**src/rtl/srom_pkg.sv**
```systemverilog
package srom_pkg;
  localparam int CTRL_W = 8;
  localparam int B_CS   = 0;
  localparam int B_SCLK = 1;
  localparam int B_DOUT = 2;
  localparam int B_DIN  = 3;
  localparam int B_SEL  = 4;
  localparam int RD_OPCODE = 6;
endpackage

```
**src/rtl/srom_image.sv**
```systemverilog
module srom_image #(
  parameter int DEPTH  = 64,
  parameter int WORD_W = 16,
  parameter int AIDX_W = $clog2(DEPTH),
  parameter logic [7:0] IMG_VERSION  = 8'h01,
  parameter logic [7:0] IMG_COUNT    = 8'h01,
  parameter logic [7:0] IMG_STATION  = 8'h10,
  parameter logic [WORD_W-1:0] IMG_CHECKSUM = '1
) (
  input  logic [AIDX_W-1:0] rd_addr,
  output logic [WORD_W-1:0] rd_word
);
  localparam int VER_IDX  = 9;
  localparam int STA_IDX  = 10;
  localparam int CSUM_IDX = DEPTH - 1;

  logic [WORD_W-1:0] mem [DEPTH];

  function automatic logic [WORD_W-1:0] image_word(input int idx);
    logic [WORD_W-1:0] w;
    w = '0;
    if (idx == VER_IDX)  w = WORD_W'({IMG_COUNT, IMG_VERSION});
    if (idx == STA_IDX)  w = WORD_W'(IMG_STATION);
    if (idx == CSUM_IDX) w = IMG_CHECKSUM;
    return w;
  endfunction

  initial begin
    for (int i = 0; i < DEPTH; i++) mem[i] = image_word(i);
  end

  assign rd_word = mem[rd_addr];
endmodule

```
**src/rtl/srom_shifter.sv**
```systemverilog
module srom_shifter #(
  parameter int ADDR_W = 6,
  parameter int CMD_W  = 16,
  parameter int WORD_W = 16,
  parameter int AIDX_W = 6
) (
  input  logic              clk,
  input  logic              rst,
  input  logic              shift_en,
  input  logic              clear_en,
  input  logic              dout_bit,
  input  logic [WORD_W-1:0] rom_word,
  output logic [AIDX_W-1:0] rom_addr,
  output logic              din_bit
);
  logic [CMD_W-1:0]  cmd_q, cmd_nxt;
  logic [WORD_W-1:0] out_q;
  logic              din_q;
  logic              hit;

  assign cmd_nxt  = {cmd_q[CMD_W-2:0], dout_bit};
  assign rom_addr = cmd_nxt[AIDX_W-1:0];
  assign hit      = (cmd_nxt >> ADDR_W) == CMD_W'(srom_pkg::RD_OPCODE);
  assign din_bit  = din_q;

  always_ff @(posedge clk) begin
    if (rst) begin
      cmd_q <= '0;
      out_q <= '0;
      din_q <= 1'b0;
    end else if (clear_en) begin
      cmd_q <= '0;
      out_q <= '0;
    end else if (shift_en) begin
      cmd_q <= cmd_nxt;
      din_q <= out_q[WORD_W-1];
      out_q <= hit ? rom_word : {out_q[WORD_W-2:0], 1'b0};
    end
  end


  clear_zero_chk: assert property (@(posedge clk) disable iff (rst)
    clear_en |=> (cmd_q == '0) && (out_q == '0));

  din_msb_chk: assert property (@(posedge clk) disable iff (rst)
    shift_en |=> din_q == $past(out_q[WORD_W-1]));

  plain_shift_chk: assert property (@(posedge clk) disable iff (rst)
    shift_en |=> ((cmd_q >> ADDR_W) == CMD_W'(srom_pkg::RD_OPCODE)) ||
                 (out_q == {$past(out_q[WORD_W-2:0]), 1'b0}));

  load_word_chk: assert property (@(posedge clk) disable iff (rst)
    shift_en |=> ((cmd_q >> ADDR_W) != CMD_W'(srom_pkg::RD_OPCODE)) ||
                 (out_q == $past(rom_word)));
endmodule

```
**src/rtl/srom_ctrl_reg.sv**
```systemverilog
module srom_ctrl_reg
  import srom_pkg::*;
(
  input  logic              clk,
  input  logic              rst,
  input  logic              we,
  input  logic [CTRL_W-1:0] wdata,
  input  logic              din_bit,
  output logic              shift_en,
  output logic              clear_en,
  output logic              dout_bit,
  output logic [CTRL_W-1:0] rdata
);
  localparam logic [CTRL_W-1:0] DIN_MASK = CTRL_W'(1) << B_DIN;

  logic [CTRL_W-1:0] ctrl_q;

  always_ff @(posedge clk) begin
    if (rst)     ctrl_q <= '0;
    else if (we) ctrl_q <= wdata & ~DIN_MASK;
  end

  assign shift_en = we && wdata[B_SEL] && wdata[B_CS] && wdata[B_SCLK];
  assign clear_en = we && wdata[B_SEL] && !wdata[B_CS];
  assign dout_bit = wdata[B_DOUT];
  assign rdata    = ctrl_q | (din_bit ? DIN_MASK : '0);
endmodule

```
**src/rtl/srom_responder.sv**
```systemverilog
module srom_responder
  import srom_pkg::*;
#(
  parameter int ADDR_W = 6,
  parameter int CMD_W  = 16,
  parameter int DEPTH  = 64,
  parameter int WORD_W = 16
) (
  input  logic              clk,
  input  logic              rst,
  input  logic              ctrl_we,
  input  logic [CTRL_W-1:0] ctrl_wdata,
  output logic [CTRL_W-1:0] ctrl_rdata
);
  localparam int AIDX_W = $clog2(DEPTH);

  logic              shift_en, clear_en, dout_bit, din_w;
  logic [AIDX_W-1:0] rom_addr;
  logic [WORD_W-1:0] rom_word;

  srom_ctrl_reg u_ctrl (
    .clk(clk), .rst(rst), .we(ctrl_we), .wdata(ctrl_wdata), .din_bit(din_w),
    .shift_en(shift_en), .clear_en(clear_en), .dout_bit(dout_bit), .rdata(ctrl_rdata)
  );

  srom_shifter #(.ADDR_W(ADDR_W), .CMD_W(CMD_W), .WORD_W(WORD_W), .AIDX_W(AIDX_W)) u_shift (
    .clk(clk), .rst(rst), .shift_en(shift_en), .clear_en(clear_en), .dout_bit(dout_bit),
    .rom_word(rom_word), .rom_addr(rom_addr), .din_bit(din_w)
  );

  srom_image #(.DEPTH(DEPTH), .WORD_W(WORD_W), .AIDX_W(AIDX_W)) u_img (
    .rd_addr(rom_addr), .rd_word(rom_word)
  );


  unsel_hold_chk: assert property (@(posedge clk) disable iff (rst)
    (ctrl_we && !ctrl_wdata[B_SEL]) |=> $stable(din_w));

  clk_low_hold_chk: assert property (@(posedge clk) disable iff (rst)
    (ctrl_we && ctrl_wdata[B_SEL] && ctrl_wdata[B_CS] && !ctrl_wdata[B_SCLK]) |=> $stable(din_w));
endmodule

```
**config.mk**
```make
export PLATFORM = sky130hd
export DESIGN_NAME = srom_responder
export DESIGN_NICKNAME = d
export VERILOG_FILES = /design/src/rtl/srom_pkg.sv /design/src/rtl/srom_image.sv /design/src/rtl/srom_shifter.sv /design/src/rtl/srom_ctrl_reg.sv /design/src/rtl/srom_responder.sv
export SDC_FILE = /design/constraint.sdc
export NUM_CORES = 1
export LEC_CHECK = 0
export ABC_AREA = 1
export BUFFER_PORTS_ARGS = -buffer_cell sky130_fd_sc_hd__buf_2
export CAP_MARGIN = 10
export CORE_MARGIN = 5
export CORE_UTILIZATION = 40
export CTS_CLUSTER_SIZE = 25
export DETAILED_ROUTE_END_ITERATION = 10
export GPL_ROUTABILITY_DRIVEN = 1
export PLACE_DENSITY = 0.65
export SYNTH_ARGS = -nofsm -noshare
export SYNTH_HDL_FRONTEND = slang
export SYNTH_SLANG_ARGS = --single-unit
```
**constraint.sdc**
```tcl
create_clock -name clk -period 1.38 [get_ports clk]
set_clock_uncertainty 0.1 [all_clocks]
set_input_delay 0.276 -clock clk [delete_from_list [all_inputs] [get_ports clk]]
set_output_delay 0.276 -clock clk [all_outputs]
set_load 0.05 [all_outputs]
```
==> flow_metrics.py <==
metrics = {
    "status": {
        "status": "complete, no violations",
    },
    "timing": {
        "final_hold_viol_count": 0,
        "rsz0062_at_grt": "no",
        "maxSlewViolCount": 0,
        "tns_ps": 0,
        "fin_crit_ps": 1303,
        "tightest_slew_ps": 252.3,
        "fin_hold_ws_ps": 128.9,
        "setup_viol": 0,
        "relSlewSlack_pct": 83.30,
        "final.period_utilization_pct": 94.40,
        "fmax_mhz": 767.6,
    },
    "routing": {
        "firstDrtPassIters": 4,
        "drcViolationCount": 0,
        "viasPerCell": 4.535,
        "drtIter0Drc": 78,
        "via_count": 1474,
        "wl_per_cell_um": 10.11,
        "finalWirelength_um": 3287,
        "drtAntennaViolNets": 0,
    },
    "final_layout": {
        "final_nets": 283,
        "nFillCells": 447,
        "layout-drive-gt1-share_pct": 25.64,
        "diodes": 0,
        "area_delta_synth_final_pct": 19.24,
    },
    "run": {
        "cap_violations": 0,
    },
    "floorplan": {
        "rows": 24,
        "die_h_um": 77.12,
        "die_area_um2": 5947,
        "io_pins": 19,
        "dieWidth_um": 77.12,
        "core_um2": 4354,
        "initial_core_util_pct": 41.38,
    },
    "synth": {
        "avgSynthCellArea_um2": 7.415,
        "ys_warn_count": 0,
        "ys_ff_latch": 39,
        "syn_nets": 254,
        "ys_types": 23,
        "ys_seq_area_share_pct": 43.33,
        "synthCells": 243,
        "syn_area_um2": 1802,
    },
    "hold_path": {
        "hp-class": "input pin to register",
        "hp-start": "ctrl_wdata[7]",
        "hold_end": "u_ctrl.ctrl_q[7]",
        "hold_depth": 3,
    },
    "worst_setup_path": {
        "rrSetupSlack_ps": 80,
        "r2r-end": "u_shift.out_q[6]",
        "path_max_fanout": 11,
        "critical_path_class": "register to register",
        "critPathLaunchType": "register",
        "crit_slowest_cell": "dfxtp_1",
        "end_kind": "register",
        "rr_startpoint": "u_shift.cmd_q[10]",
        "worstPathArrival_ps": 1390,
        "max_stage_delay_ps": 330,
        "required_ps": 1470,
        "worstPathCellList": "nor2_2, nand3_2, nor2_8, buf_12, nor2_1, o21ai_2, inv_1",
        "r2r_cells": 7,
    },
    "power": {
        "power.leakage_nw": 0.9971,
        "powerDensity_nw_per_um2": 1042,
        "peakVddDrop_uv": 543.7,
    },
    "grt": {
        "antenna_found_initial": 0,
        "grt_first_pass_wirelength_um": 5934,
        "grt.overflow.total": 0,
        "grt_pass1_vias": 1376,
        "grt_use_total_pct": 12.28,
        "grt_max_degree": 32,
    },
    "cts": {
        "cts-htree-levels": 2,
        "cts_tree": "done",
        "cts-root-buf": "clkbuf_8",
        "holdBufCountCts": 0,
        "clock_path_buffers": 2,
        "cts_sinks": 39,
        "clkLatencyLatePin_ps": 290,
        "path_clk_slew_ps": 70,
        "cts_made_buffers": 5,
    },
    "place": {
        "dpl.hpwl_um": 2308,
        "io_buffers": 17,
        "gp_congestion": 0.7918,
    },
}
layer usage:
layer | track usage (%) | part of all wire, % | vias up
li1 | - | - | 815
met1 | 15.62 | 50 | 627
met2 | 17.91 | 43 | 26
met3 | 4.450 | 5.6 | 6
met4 | 6.701 | 2.0 | 0
met5 | 0 | 0 | -
synth_stat cells:
library cell  count  share of area [%]
nand2_2           1               0.35
o21ai_2          10                4.9
o21bai_2          1               0.62
nand3_1           6                1.7
nand2_1          40                8.3
inv_1            39                8.1
buf_6             1               0.62
buf_4             3                1.2
inv_2             2               0.42
clkbuf_1          2               0.42
nor2_4            2                1.2
nand2_4           2                1.2
a211oi_1         11                4.6
inv_4             1               0.35
nand4_4           1                1.2
nand3_2           1               0.56
o21ai_0           4                1.1
a21oi_1          26                7.2
nor2_8            1                1.1
buf_2             5                1.4
nor2_1           44                9.2
dfxtp_1          39                 43
buf_8             1               0.83
state kept, by name, indices dropped and copies added (netlist names):
signal	cells
u_ctrl.ctrl_q	7
u_shift.cmd_q	15
u_shift.din_bit	1
u_shift.out_q	16
power breakdown:
| part | internal [mW] | total [mW] | switching, mW |
|---|---|---|---|
| registers | 1.16 | 1.17 | 0.0153 |
| logic | 0.0773 | 0.228 | 0.151 |
| clock network | 0.456 | 0.837 | 0.381 |
| total | 1.69 | 2.24 | 0.547 |
critical path, delay by kind of cell, from the launching register on:
family | cells | cell delay, ps
AO/OA/AOI/OAI | 1 | 120
AND/OR/NAND/NOR | 4 | 480
buffers and inverters | 2 | 180
flip-flops | 1 | 330
how the worst max path moves through the flow:
stage                      startpoint                 to  slack [ps]  cells after the start
floorplan           u_shift.cmd_q[12]  u_shift.out_q[10]         130                      7
global placement    u_shift.cmd_q[10]   u_shift.out_q[1]          50                      7
detailed placement  u_shift.cmd_q[10]   u_shift.out_q[2]          50                      7
CTS                 u_shift.cmd_q[10]   u_shift.out_q[2]          30                      7
global route        u_shift.cmd_q[12]   u_shift.out_q[6]           1                      7
finish              u_shift.cmd_q[10]   u_shift.out_q[6]          80                      7
cell families (layout without fill, tap and decap cells):
group	Yosys count	after routing	share of synthesized area [%]
AO/OA/AOI/OAI	52	52	18.40
flip-flops	39	39	43.33
buffers and inverters	54	84	13.40
AND/OR/NAND/NOR	98	98	24.86
metrics by stage:
| stage | worst slack, ps | power [mW] | utilization [%] | cells | cell area (µm²) |
|---|---|---|---|---|---|
| 2_1_floorplan | 133.0 | 1.360 | - | 243 | 1802 |
| 3_3_place_gp | 46.10 | 1.422 | 46.29 | 316 | 2016 |
| 3_5_place_dp | 48.91 | 1.425 | 46.29 | 316 | 2016 |
| 4_1_cts | 33.97 | 2.272 | 48.59 | 324 | 2116 |
| 5_1_grt | 1.189 | 2.348 | 49.34 | 325 | 2148 |
| 6_report | 77.27 | 2.238 | 49.34 | 325 | 2148 |
timing repair:
item,CTS,global route
buffers inserted,0,1
endpoints found under the hold margin,0,0
gates resized for setup,0,13
endpoints found under the setup margin,0,13
layout make-up:
class / instances / area (µm²) / share of cell area (%)
clock buffers: 8 / 100.1 / 4.659
inverters: 42 / 160.2 / 7.455
multi-input cells: 150 / 795.8 / 37.04
flip-flops and latches: 39 / 785.8 / 36.58
well taps: 52 / 65.06 / 3.029
repair buffers: 34 / 241.5 / 11.24
layout by cell type (no fill, tap or decap), drive strengths merged:
master,netlist,layout
a21oi,26,26
buf,10,34
nor2,47,47
clkbuf,2,8
nand4,1,1
o21bai,1,1
a211oi,11,11
nand3,7,7
nand2,43,43
dfxtp,39,39
inv,42,42
o21ai,14,14
(Power assumes the default switching activity.)
